[config.mk]
export PLATFORM = sky130hd
export DESIGN_NAME = keyed_wdt
export DESIGN_NICKNAME = d
export VERILOG_FILES = /design/src/rtl/keyed_wdt.sv
export SDC_FILE = /design/constraint.sdc
export NUM_CORES = 1
export LEC_CHECK = 0
export ABC_AREA = 1
export BUFFER_PORTS_ARGS = -buffer_cell sky130_fd_sc_hd__buf_4
export CAP_MARGIN = 20
export CORE_MARGIN = 10
export CORE_UTILIZATION = 47
export CTS_CLUSTER_DIAMETER = 80
export CTS_CLUSTER_SIZE = 20
export DETAILED_ROUTE_END_ITERATION = 12
export PLACE_DENSITY = 0.67
export SETUP_SLACK_MARGIN = 0.3
export SYNTH_ARGS = -nofsm -noshare
export SYNTH_HDL_FRONTEND = slang
export SYNTH_SLANG_ARGS = --single-unit
export TNS_END_PERCENT = 20
[constraint.sdc]
create_clock -name clk -period 4.65 [get_ports clk]
set_clock_uncertainty 0.1 [all_clocks]
set_input_delay 0.2325 -clock clk [delete_from_list [all_inputs] [get_ports clk]]
set_output_delay 0.2325 -clock clk [all_outputs]
set_load 0.02 [all_outputs]
[src/rtl/keyed_wdt.sv]
module keyed_wdt #(
  parameter int PV_W     = 20,
  parameter int LONG_SH  = 15,
  parameter int SHORT_SH = 5,
  localparam int DW      = (PV_W > 8) ? PV_W : 8
) (
  input  logic          clk,
  input  logic          rst_n,
  input  logic          wr_en,
  input  logic [4:0]    wr_addr,
  input  logic [DW-1:0] wr_data,
  output logic          rst_req,
  output logic          rst_warm,
  output logic          tout_flag,
  output logic          tog_out
);
  localparam int CW = PV_W + LONG_SH;
  localparam logic [4:0] A_PV1 = 5'h00, A_PV2 = 5'h04, A_KEY = 5'h0C,
                         A_RLD = 5'h0D, A_CFG = 5'h10, A_LCK = 5'h18;

  logic [1:0]      key_st;
  logic [PV_W-1:0] pv1, pv2;
  logic [5:2]      cfg;
  logic            locked, en, stage2;
  logic [CW-1:0]   cnt;

  function automatic logic [CW-1:0] load_val(input logic [PV_W-1:0] pv, input logic fine);
    logic [CW-1:0] w;
    w = CW'(pv);
    if (fine) return (w << SHORT_SH) | ((CW'(1) << SHORT_SH) - CW'(1));
    return (w << LONG_SH) | ((CW'(1) << LONG_SH) - CW'(1));
  endfunction

  wire armed  = (key_st == 2'd2);
  wire gwr    = wr_en && armed;
  wire kick   = gwr && (wr_addr == A_RLD) && wr_data[0];
  wire clr    = gwr && (wr_addr == A_RLD) && wr_data[1];
  wire expire = en && (cnt == '0) && !kick;
  wire fire   = expire && stage2;
  wire cfg_ok = wr_en && !locked;

  assign rst_warm = cfg[3];

  always_ff @(posedge clk or negedge rst_n) begin
    if (!rst_n) key_st <= 2'd0;
    else if (wr_en) begin
      if (wr_addr != A_KEY)        key_st <= 2'd0;
      else if (wr_data == DW'(8'h80)) key_st <= 2'd1;
      else if (key_st == 2'd1 && wr_data == DW'(8'h86)) key_st <= 2'd2;
      else                         key_st <= 2'd0;
    end
  end

  always_ff @(posedge clk or negedge rst_n) begin
    if (!rst_n) begin
      pv1 <= '0;
      pv2 <= '0;
    end else if (gwr) begin
      if (wr_addr == A_PV1) pv1 <= wr_data[PV_W-1:0];
      if (wr_addr == A_PV2) pv2 <= wr_data[PV_W-1:0];
    end
  end

  always_ff @(posedge clk or negedge rst_n) begin
    if (!rst_n) begin
      cfg    <= '0;
      locked <= 1'b0;
      en     <= 1'b0;
    end else if (cfg_ok) begin
      if (wr_addr == A_CFG) cfg <= wr_data[5:2];
      if (wr_addr == A_LCK) begin
        locked <= wr_data[0];
        en     <= wr_data[1];
      end
    end
  end

  always_ff @(posedge clk or negedge rst_n) begin
    if (!rst_n) begin
      cnt    <= '0;
      stage2 <= 1'b0;
    end else if (kick) begin
      cnt    <= load_val(pv1, cfg[2]);
      stage2 <= 1'b0;
    end else if (expire) begin
      cnt    <= stage2 ? load_val(pv1, cfg[2]) : load_val(pv2, cfg[2]);
      stage2 <= !stage2;
    end else if (en) begin
      cnt <= cnt - CW'(1);
    end
  end

  always_ff @(posedge clk or negedge rst_n) begin
    if (!rst_n) begin
      tout_flag <= 1'b0;
      rst_req   <= 1'b0;
      tog_out   <= 1'b0;
    end else begin
      if (fire)     tout_flag <= 1'b1;
      else if (clr) tout_flag <= 1'b0;
      rst_req <= fire && cfg[4];
      if (fire && !cfg[5]) tog_out <= !tog_out;
    end
  end

  assert_guard_pv_R1: assert property (@(posedge clk) disable iff (!rst_n)
    (wr_en && !armed) |=> ($stable(pv1) && $stable(pv2)));
  assert_one_shot_R2: assert property (@(posedge clk) disable iff (!rst_n)
    (gwr && wr_addr != A_KEY) |=> (key_st == 2'd0));
  assert_pulse_flag_R6: assert property (@(posedge clk) disable iff (!rst_n)
    rst_req |-> tout_flag);
  assert_pulse_single_R6: assert property (@(posedge clk) disable iff (!rst_n)
    rst_req |=> !rst_req);
  assert_lock_sticky_R9: assert property (@(posedge clk) disable iff (!rst_n)
    locked |=> (locked && $stable(en) && $stable(cfg)));
  assert_kick_wins_R10: assert property (@(posedge clk) disable iff (!rst_n)
    kick |=> (!rst_req && !stage2));
endmodule

==> results of run 1 <==
==> layer usage <==
layer / vias to the layer above / track usage [%] / part of all wire, %
li1: 2657 / - / -
met1: 2474 / 27.6 / 46
met2: 182 / 30.3 / 44
met3: 28 / 3.97 / 7.1
met4: 0 / 6.95 / 2.4
met5: - / 0 / 0
==> cells by family (layout without fill, tap and decap cells) <==
group	count (synthesis)	after routing	synth area share, %
xor+xnor	11	11	1.77
fa+ha+maj	1	1	0.229
compound gates	135	135	13.4
flops	87	87	39.9
buf+inv	123	150	8.74
mux	1	1	0.183
simple gates	463	463	35.7
==> area by class of cell <==
class	instances	area, um^2	share of cell area (%)
multi-input cells	611	2800	45.4
flip-flops and latches	87	2180	35.2
inverters	97	364	5.89
repair buffers	37	300	4.86
clock buffers	10	239	3.87
well taps	143	179	2.90
clock inverters	6	115	1.86
==> power by group through the flow <==
stage | combinational [uW] | sequential (uW) | clock (uW)
finish | 417 | 921 | 866
detailed placement | 414 | 931 | 0
CTS | 417 | 919 | 879
global placement | 403 | 930 | 0
global route | 479 | 931 | 909
floorplan | 302 | 910 | 0
==> synth_stat cells (2+ instances only) <==
cell type,number
nor2_4,3
buf_2,6
xor2_1,11
nand2_1,248
o22ai_1,2
inv_2,7
and2_1,3
dfrtp_1,87
inv_1,88
nor2_1,114
nor3_1,4
nand3_1,55
o21ai_0,85
or2_2,2
nor2_2,8
o21ai_1,10
o21bai_1,6
nand2_2,6
a21oi_1,21
clkinv_1,2
nor4_1,6
nand4_1,10
clkbuf_1,19
o211ai_1,5
==> stage by stage <==
| step | util [%] | power [uW] | hold WS (ns) | area (um^2) |
|---|---|---|---|---|
| finish | 54.3 | 2200 | 0.00965 | 6180 |
| detailed placement | 50.9 | 1340 | 0.146 | 5790 |
| global route | 54.3 | 2320 | 0.0278 | 6180 |
| global placement | 50.9 | 1330 | 0.135 | 5790 |
| CTS | 54.1 | 2210 | 0.00157 | 6150 |
| floorplan | - | 1210 | -0.163 | 5460 |
==> how the worst max path moves through the flow <==
stage	from	cells after the start	endpoint	slack (ns)
floorplan	cnt[0]$_DFFE_PN0P_	12	cnt[15]$_DFFE_PN0P_	2.74
global placement	key_st[0]$_DFFE_PN0P_	10	cnt[24]$_DFFE_PN0P_	1.83
detailed placement	key_st[0]$_DFFE_PN0P_	10	cnt[24]$_DFFE_PN0P_	1.67
CTS	key_st[0]$_DFFE_PN0P_	10	cnt[24]$_DFFE_PN0P_	1.65
global route	key_st[0]$_DFFE_PN0P_	10	cnt[24]$_DFFE_PN0P_	1.29
finish	key_st[0]$_DFFE_PN0P_	9	cnt[11]$_DFFE_PN0P_	1.61
==> state kept, by name (all words and copies together) (netlist names), 2 cells and up <==
register	count
pv2	20
cnt	35
pv1	20
cfg	4
key_st	2
==> timing repair <==
item                                   4_1_cts  5_1_grt
resized for setup                            0        0
setup endpoints to repair                    0        0
hold buffers                                 1        0
endpoints found under the hold margin       35        0
==> key figures, run 1 <==
Worst hold path
  – Hold Path End: key_st[0]$_DFFE_PN0P_
  – WHS Path Cells: 2
  – Hold Crit Class: input port to flip-flop
  – Hold path startpoint: wr_en

CTS
  – Max clock buf depth: 2
  – Clk slew on worst S/H paths: about 0.070 ns
  – Post-CTS Setup Repair Bufs: 0
  – CTS H-Tree Depth: 3
  – CTS Buf Count: 9
  – CTS tree: built
  – Clock latency on the worst-skew pair: 0.35 ns
  – Sink Count: just under 90
  – CTS Root Cell: clkbuf_16

Pwr
  – Sw Pwr: between 600 and 700 uW
  – Internal: about 1500 uW
  – Combinational share of power: a little under a fifth
  – Clock power frac: 39.3%
  – Power density over the cells: roughly 360 mW/mm^2
  – Switching share of power: a little under a third
  – LEAKAGE: 0.00288 uW
  – Maximum VDD drop: 0.201 mV
  – Sequential share of power: roughly two fifths

Final layout
  – Most common cell after layout, fill and taps aside: nand2_1
  – Commonest non-fill, non-tap cells in the layout: nand2_1 (248), nor2_1 (114), inv_1 (88), dfrtp_1 (87), o21ai_0 (85)
  – Final non-filler cell total: 991
  – Final nets: about 870
  – Area Overhead vs Synth: 13.2%
  – Fill cell count: roughly 1100
  – ANT cells: 0
  – Share of cells above drive strength 1: approximately a tenth

Placement
  – Placed Cells: around 970
  – Post-place setup slack: between 1.5 and 2 ns
  – Placer Congestion: 0.944
  – IO Port Bufs: 31
  – Detailed-placement wirelength estimate: between 10 and 15 mm

Setup path
  – CP Buf/Inv Count: 2
  – Worst EP arrival: between 3 and 4 ns
  – CP max stage delay: between 0.7 and 0.8 ns
  – CP delay by family, top: simple AND/OR/NAND/NOR gates
  – Critical-path cell list: inv_1 > nand3_1 > nor2_1 > nand3_2 > nand2_1 > inv_2 > a31oi_1 > o211ai_1 > o21ai_1
  – Crit path kind: flip-flop to flip-flop
  – FF-to-FF path depth: 9
  – Endpoint type of the worst setup path: flip-flop
  – Cell with the largest stage delay on the worst path: nand2_1
  – CP Data Required Time: just under 5 ns
  – CP startpoint kind: flip-flop
  – End of the worst register-to-register path: cnt[11]$_DFFE_PN0P_
  – R2R Setup Slk: 1.61 ns
  – Critical path peak fanout: 26
  – R2R Path Start: key_st[0]$_DFFE_PN0P_

Global routing
  – Grt ovf: 0
  – Total GRT Usage: around 20%
  – Via count of the first global-routing pass: 5175
  – Largest net degree at the start of global routing: 53
  – Initial antenna violation count: 0
  – First-pass GRT wire length: around 26 mm

Timing
  – Fin. Hold Viols: 0
  – Slew Limit Headroom: roughly 50%
  – Tmin final: between 3 and 4 ns
  – Worst Tran Pin Value: between 0.7 and 0.8 ns
  – Max Slew Vio Count: 0
  – Period utilization: 65.4%
  – Setup TNS: 0 ns
  – Setup Viol. Count Final: 0
  – RSZ-0062 raised after global routing: false
  – Setup ws final: 1.61 ns
  – FMAX: between 300 and 400 MHz

Synth
  – Syn. warnings: 0
  – Post-Syn Area: approximately 0.0055 mm^2
  – Number of flops mapped to enable cells by yosys: 0
  – Dominant cell type by area after synthesis: dfrtp_1
  – Post-synth top area share: between 30% and 40%
  – Synth Area per Inst: 6.65 um^2
  – Syn Nets: 850
  – Mapped Cells: between 800 and 900
  – FF+latch count, synth: 87
  – Sequential element share of the synthesized area: between 30% and 40%
  – Synth Flop Type: dfrtp_1
  – Netlist cell types: 37
  – Top cells by area, synth: dfrtp_1 (40%), nand2_1 (17%), nor2_1 (7.8%)
  – Post-synthesis async set-or-reset flop share: 100%

Detailed routing
  – DR WL/cell: ~16 um
  – DR iter-0 viols: 560
  – Via/cell ratio: around 5.4
  – Post-Route WL: between 15 and 20 mm
  – Final ANT Viol Nets: 0
  – Vias: roughly 5300
  – Drt pass-1 iters: 5
  – Residual DRC: 0

Floorplan
  – Rows: 39
  – DIE WIDTH: around 130 um
  – Io pins: 32
  – Die Ht: roughly 130 um
  – Die area: 0.0163 mm^2
  – Initial Util: a little under half
  – CORE AREA: 0.0114 mm^2

Status
  – Run status: finished clean

Run
  – Max-cap violation count: 0
No activity file was read; power rests on OpenSTA's default activity.
==> run 2: changes to the inputs <==
--- a/config.mk
+++ b/config.mk
@@ -5,7 +5,7 @@
 export SDC_FILE = /design/constraint.sdc
 export NUM_CORES = 1
 export LEC_CHECK = 0
-export ABC_AREA = 1
+export ABC_AREA = 0
 export BUFFER_PORTS_ARGS = -buffer_cell sky130_fd_sc_hd__buf_4
 export CAP_MARGIN = 20
 export CORE_MARGIN = 10
@@ -13,7 +13,7 @@
 export CTS_CLUSTER_DIAMETER = 80
 export CTS_CLUSTER_SIZE = 20
 export DETAILED_ROUTE_END_ITERATION = 12
-export PLACE_DENSITY = 0.67
+export PLACE_DENSITY = 0.7
 export SETUP_SLACK_MARGIN = 0.3
 export SYNTH_ARGS = -nofsm -noshare
 export SYNTH_HDL_FRONTEND = slang
==> constraint.sdc (replaced) <==
create_clock -name clk -period 2.48 [get_ports clk]
set_clock_uncertainty 0.1 [all_clocks]
set_input_delay 0.124 -clock clk [delete_from_list [all_inputs] [get_ports clk]]
set_output_delay 0.124 -clock clk [all_outputs]
set_load 0.02 [all_outputs]
==> key figures, run 2 <==
Timing
  – FMAX: between 300 and 400 MHz
  – Max Slew Vio Count: 0
  – Setup ws final: -0.400 ns
  – Setup Viol. Count Final: 7
  – Fin. Hold Viols: 0
  – Setup TNS: -1.56 ns
  – Slew Limit Headroom: between 40% and 50%
  – RSZ-0062 raised after global routing: true
  – Tmin final: between 2 and 3 ns
  – Worst Tran Pin Value: 0.891 ns
  – Hold WS: ~0.017 ns
  – Period utilization: 116%

Detailed routing
  – Final ANT Viol Nets: 0
  – Via/cell ratio: 6.48
  – Post-Route WL: 16.8 mm
  – Drt pass-1 iters: 6
  – Residual DRC: 0
  – DR iter-0 viols: a little over 500
  – DR WL/cell: about 22 um
  – Vias: 4858

Final layout
  – Max FFs per register: 35
  – Final non-filler cell total: 750
  – Top reg by flops: cnt
  – Area Overhead vs Synth: 32.7%
  – Fin area: approximately 0.0066 mm^2
  – Most common cell after layout, fill and taps aside: dfrtp_1
  – Share of cells above drive strength 1: roughly a third
  – ANT cells: 0
  – Final nets: between 600 and 700
  – Commonest non-fill, non-tap cells in the layout: dfrtp_1 (87), buf_4 (84), mux2_2 (50), nand2_1 (39), nor2_1 (31)
  – Largest registers: cnt: 35 flops, pv1: 20 flops, pv2: 20 flops

Setup path
  – Worst EP arrival: between 3 and 4 ns
  – CP Buf/Inv Count: 0
  – Crit path kind: flip-flop to flip-flop
  – CP delay by family, top: simple AND/OR/NAND/NOR gates
  – Critical path peak fanout: 5
  – CP startpoint kind: flip-flop
  – Crit path top cell by count: or4_4
  – CP max stage delay: 0.57 ns
  – Critical-path cell list: or4_4 > or4b_4 > or4_4 > or4_1 > a21oi_2 > a221o_2
  – CP Data Required Time: 2.71 ns
  – Endpoint type of the worst setup path: flip-flop
  – Cell with the largest stage delay on the worst path: or4b_4

Placement
  – Detailed-placement wirelength estimate: about 12 mm
  – Post-place setup slack: -0.321 ns
  – Placed Cells: 704
  – IO Port Bufs: 31
  – Placer Congestion: 1.00
  – Dpl cell area: 0.00575 mm^2

Global routing
  – Via count of the first global-routing pass: around 4900
  – Total GRT Usage: between 20% and 30%
  – Largest net degree at the start of global routing: between 40 and 50
  – Initial antenna violation count: 0
  – First-pass GRT wire length: about 27 mm
  – Grt ovf: 0

Synth
  – Most frequent cell after synthesis: dfrtp_1
  – Synth Area per Inst: between 9 and 10 um^2
  – Post-synthesis async set-or-reset flop share: between 90% and 100%
  – FF+latch count, synth: 87
  – Post-Syn Area: ~0.005 mm^2
  – Mapped Cells: about 500
  – Syn. warnings: 0
  – Netlist cell types: 60
  – Sequential element share of the synthesized area: between 40% and 50%
  – Top cells by area, synth: dfrtp_1 (44%), mux2_2 (12%), mux2i_1 (3.6%)
  – Synth Flop Type: dfrtp_1
  – Syn Nets: 533
  – Dominant cell type by area after synthesis: dfrtp_1
  – Top post-synthesis cells by count: dfrtp_1 (87), mux2_2 (51), nand2_1 (43)
  – Number of flops mapped to enable cells by yosys: 0
  – Post-synth top area share: ~44%

Pwr
  – Internal: 2350 uW
  – Switching share of power: between 30% and 40%
  – Sw Pwr: between 1000 and 1500 uW
  – LEAKAGE: between 0.002 and 0.003 uW
  – Maximum VDD drop: between 0.4 and 0.5 mV
  – Clock power frac: between 20 and 30%
  – Combinational share of power: 26.6%
  – Power density over the cells: about 540 mW/mm^2
  – Sequential share of power: between 40 and 50%

Floorplan
  – Die area: around 0.015 mm^2
  – CORE AREA: 0.0103 mm^2
  – DIE WIDTH: ~120 um
  – Rows: 37
  – Die Ht: ~120 um
  – Initial Util: approximately 48%
  – Io pins: 32

CTS
  – CTS Buf Count: 9
  – CTS Root Cell: clkbuf_8
  – CTS tree: built
  – Max clock buf depth: 2
  – Clock latency on the worst-skew pair: roughly 0.38 ns
  – CTS H-Tree Depth: 3
  – Clk slew on worst S/H paths: ~0.11 ns
  – Sink Count: 87

Status
  – Failing checks: setup timing
  – Run status: finished with violations

Run
  – Max-cap violation count: 0

Worst hold path
  – Hold Crit Class: input port to flip-flop
[run 2: cell count changes in the layout (fill, tap and decap cells not counted), moves of 49 or more]
cell and change:
nand2_1 -209, nor2_1 -83, o21ai_0 -68, buf_4 +49, inv_1 -83, mux2_2 +50
[run 2: final cells by class]
type | instances | area [um^2]
multi-input combinational | 381 | 2950
clock buffer | 9 | 124
fill | 787 | 3740
sequential | 87 | 2180
clock inverter | 7 | 73.8
tap | 136 | 170
inverter | 7 | 28.8
timing repair buffer | 123 | 1060
[run 2: timing repair]
| action | in CTS | in global routing |
|---|---|---|
| hold buffers | 27 | 0 |
| endpoints found under the hold margin | 87 | 0 |
| endpoints found under the setup margin | 34 | 39 |
| resized for setup | 30 | 46 |
| pin swaps | 17 | 18 |
| buffers inserted | 1 | 2 |
[run 2: path summary, 6_finish.rpt]
kind	start	to	slack, ns	cells after the start
max	cnt[8]$_DFFE_PN0P_	cnt[33]$_DFFE_PN0P_	-0.40	6
min	wr_addr[0]	tout_flag$_DFFE_PN0P_	0.02	4
max reg2reg	cnt[8]$_DFFE_PN0P_	cnt[33]$_DFFE_PN0P_	-0.40	6
min reg2reg	tog_out$_DFFE_PN0P_	tog_out$_DFFE_PN0P_	0.38	1
max in group asynchronous	rst_n	pv2[11]$_DFFE_PN0P_	1.47	3
min in group asynchronous	rst_n	cnt[15]$_DFFE_PN0P_	0.17	2
[run 2: logic make-up after synthesis]
kind of cell	synth area share, %
AOI/OAI and AO/OA	14.4
xor gates and xnor gates	1.77
muxes	16.1
buffers and inverters	2.73
DFF	43.9
and+or+nand+nor	20.9
adders and majority gates	0.252
[run 2: worst reg2reg max path: stages, from the launching register on]
cell	delay, ns
dfrtp_1	0.40
or4_4	0.54
or4b_4	0.57
or4_4	0.48
or4_1	0.45
a21oi_2	0.17
a221o_2	0.13
[run 2: routing by layer]
| layer | GRT usage [%] | share of wire, % | vias to the layer above |
|---|---|---|---|
| li1 | - | - | 2130 |
| met2 | 35.7 | 47 | 303 |
| met3 | 4.87 | 9.3 | 64 |
| met5 | 0 | 0 | - |
| met1 | 29.1 | 40 | 2361 |
| met4 | 9.57 | 3.8 | 0 |
[run 2: power by group through the flow]
| stage | Combinational, uW | Clock, uW | Sequential, uW |
|---|---|---|---|
| CTS | 868 | 1020 | 1580 |
| global route | 1010 | 1080 | 1590 |
| detailed placement | 784 | 0 | 1600 |
| floorplan | 375 | 0 | 1620 |
| global placement | 779 | 0 | 1590 |
| finish | 937 | 1010 | 1580 |
[run 2: metrics by stage]
| step | total power [uW] | util, % |
|---|---|---|
| 6_report | 3530 | 63.7 |
| 5_1_grt | 3680 | 63.7 |
| 4_1_cts | 3470 | 61.6 |
| 3_5_place_dp | 2380 | 55.7 |
| 3_3_place_gp | 2370 | 55.7 |
| 2_1_floorplan | 1990 | - |
==> run 3: changes to the inputs <==
--- a/config.mk
+++ b/config.mk
@@ -8,12 +8,14 @@
 export ABC_AREA = 0
 export BUFFER_PORTS_ARGS = -buffer_cell sky130_fd_sc_hd__buf_4
 export CAP_MARGIN = 20
+export CELL_PAD_IN_SITES_DETAIL_PLACEMENT = 0
+export CELL_PAD_IN_SITES_GLOBAL_PLACEMENT = 2
 export CORE_MARGIN = 10
-export CORE_UTILIZATION = 47
+export CORE_UTILIZATION = 36
 export CTS_CLUSTER_DIAMETER = 80
 export CTS_CLUSTER_SIZE = 20
 export DETAILED_ROUTE_END_ITERATION = 12
-export PLACE_DENSITY = 0.7
+export PLACE_DENSITY = 0.8
 export SETUP_SLACK_MARGIN = 0.3
 export SYNTH_ARGS = -nofsm -noshare
 export SYNTH_HDL_FRONTEND = slang
==> key figures, run 3 (synthesis results as in run 2) <==
Setup path
  – Worst EP arrival: between 3 and 4 ns
  – Critical path peak fanout: 6
  – Crit path from: cnt[1]$_DFFE_PN0P_
  – Critical-path cell list: or4_4 > or4b_4 > or4_4 > or4_1 > a21oi_2 > a221o_2
  – CP Data Required Time: between 2 and 3 ns
  – Cell with the largest stage delay on the worst path: or4_4
  – Crit path kind: flip-flop to flip-flop
  – CP max stage delay: ~0.56 ns
  – Endpoint type of the worst setup path: flip-flop
  – CP Buf/Inv Count: 0
  – CP startpoint kind: flip-flop
  – CP delay by family, top: simple AND/OR/NAND/NOR gates
  – Crit path top cell by count: or4_4
  – R2R Path Start: cnt[1]$_DFFE_PN0P_

Global routing
  – Initial antenna violation count: 0
  – Via count of the first global-routing pass: roughly 4900
  – First-pass GRT wire length: approximately 28 mm
  – Total GRT Usage: between 10% and 20%
  – Largest net degree at the start of global routing: 50
  – Grt ovf: 0

Timing
  – Worst Tran Pin Value: 0.564 ns
  – Period utilization: 114%
  – Fin. Hold Viols: 0
  – Max Slew Vio Count: 0
  – Setup ws final: -0.347 ns
  – FMAX: between 300 and 400 MHz
  – RSZ-0062 raised after global routing: true
  – Tmin final: between 2 and 3 ns
  – Hold WS: 0.0658 ns
  – Setup Viol. Count Final: 11
  – Slew Limit Headroom: around 62%

CTS
  – Clk slew on worst S/H paths: 0.07 ns
  – CTS Root Cell: clkbuf_16
  – Clock latency on the worst-skew pair: between 0.3 and 0.4 ns
  – CTS tree: built
  – CTS Buf Count: 9
  – Max clock buf depth: 2
  – CTS H-Tree Depth: 3
  – Sink Count: between 80 and 90

Placement
  – Dpl cell area: just under 0.006 mm^2
  – IO Port Bufs: 31
  – Post-place setup slack: -0.358 ns
  – Placer Congestion: roughly 0.9
  – Detailed-placement wirelength estimate: approximately 13 mm

Final layout
  – Top reg by flops: cnt
  – Commonest non-fill, non-tap cells in the layout: buf_4 (106), dfrtp_1 (87), mux2_2 (51), nand2_1 (38), nor2_1 (29)
  – Fin area: approximately 0.0070 mm^2
  – Share of cells above drive strength 1: roughly two fifths
  – Max FFs per register: 35
  – Final nets: roughly 660
  – Area Overhead vs Synth: 40.2%
  – Largest registers: cnt: 35 flops, pv1: 20 flops, pv2: 20 flops
  – ANT cells: 0
  – Fill cell count: roughly 1200
  – Most common cell after layout, fill and taps aside: buf_4

Worst hold path
  – Hold Crit Class: input port to flip-flop
  – Hold path startpoint: wr_addr[0]

Detailed routing
  – Post-Route WL: between 15 and 20 mm
  – Via/cell ratio: roughly 5.9
  – Residual DRC: 0
  – Final ANT Viol Nets: 0
  – DR WL/cell: ~22 um
  – DR iter-0 viols: 384
  – Vias: between 4000 and 5000
  – Drt pass-1 iters: 5

Floorplan
  – DIE WIDTH: about 140 um
  – CORE AREA: roughly 0.013 mm^2
  – Rows: 42
  – Io pins: 32
  – Die Ht: around 140 um
  – Die area: 0.0189 mm^2
  – Initial Util: between 30 and 40%

Status
  – Run status: finished with violations
  – Failing checks: setup timing

Pwr
  – Power density over the cells: around 560 mW/mm^2
  – LEAKAGE: approximately 0.0031 uW
  – Power, Total: just under 4000 uW
  – Maximum VDD drop: 0.337 mV

Run
  – Max-cap violation count: 0
-- run 3: tightest hold or removal path, cell delays in order --
cell and delay (ns):
buf_4 0.12, nand4_1 0.09, nand2_1 0.08, nand2_2 0.07
-- run 3: layout make-up --
cell class              instances  area, um^2  share of cell area, %
clock buffers                  10         239                   3.44
inverters                       7        28.8                  0.414
multi-input cells             381        3000                   43.2
well taps                     176         220                   3.17
flip-flops and latches         87        2180                   31.3
repair buffers                147        1240                   17.9
clock inverters                 6        45.0                  0.648
-- run 3: repair_timing --
item                                    4_1_cts  5_1_grt
pin swaps                                    28       28
cloned                                        1        0
hold buffers                                 26        0
endpoints found under the hold margin        85        0
endpoints found under the setup margin       39       41
gates resized for setup                      63       33
buffers inserted                              9        4
-- run 3: routing by layer --
metal / vias up / part of all wire, % / track usage, %
met2: 172 / 48 / 30.8
met1: 2410 / 44 / 25.9
met5: - / 0 / 0
met3: 33 / 5.7 / 3.35
met4: 0 / 2.6 / 7.26
li1: 2192 / - / -
-- run 3: path summary, 6_finish.rpt --
kind | end | slack [ns] | cells after the start
setup / recovery | cnt[33]$_DFFE_PN0P_ | -0.35 | 6
hold / removal | tout_flag$_DFFE_PN0P_ | 0.07 | 4
setup reg to reg | cnt[33]$_DFFE_PN0P_ | -0.35 | 6
hold reg to reg | tog_out$_DFFE_PN0P_ | 0.37 | 1
max in group asynchronous | cnt[34]$_DFFE_PN0P_ | 1.41 | 3
min in group asynchronous | cnt[6]$_DFFE_PN0P_ | 0.20 | 2
-- run 3: per-stage QoR --
stage	util (%)	cells	TNS, ns
floorplan	-	504	-0.767
global placement	44.2	758	-1.86
detailed placement	44.2	758	-3.28
CTS	50.9	810	-1.66
global route	52.1	814	-3.75
finish	52.1	814	-1.94
-- run 3: where the power goes --
part	total (uW)	internal, uW	switching, uW
combinational	1010	472	536
sequential	1580	1510	70.1
clock	1310	710	599
total	3900	2690	1200
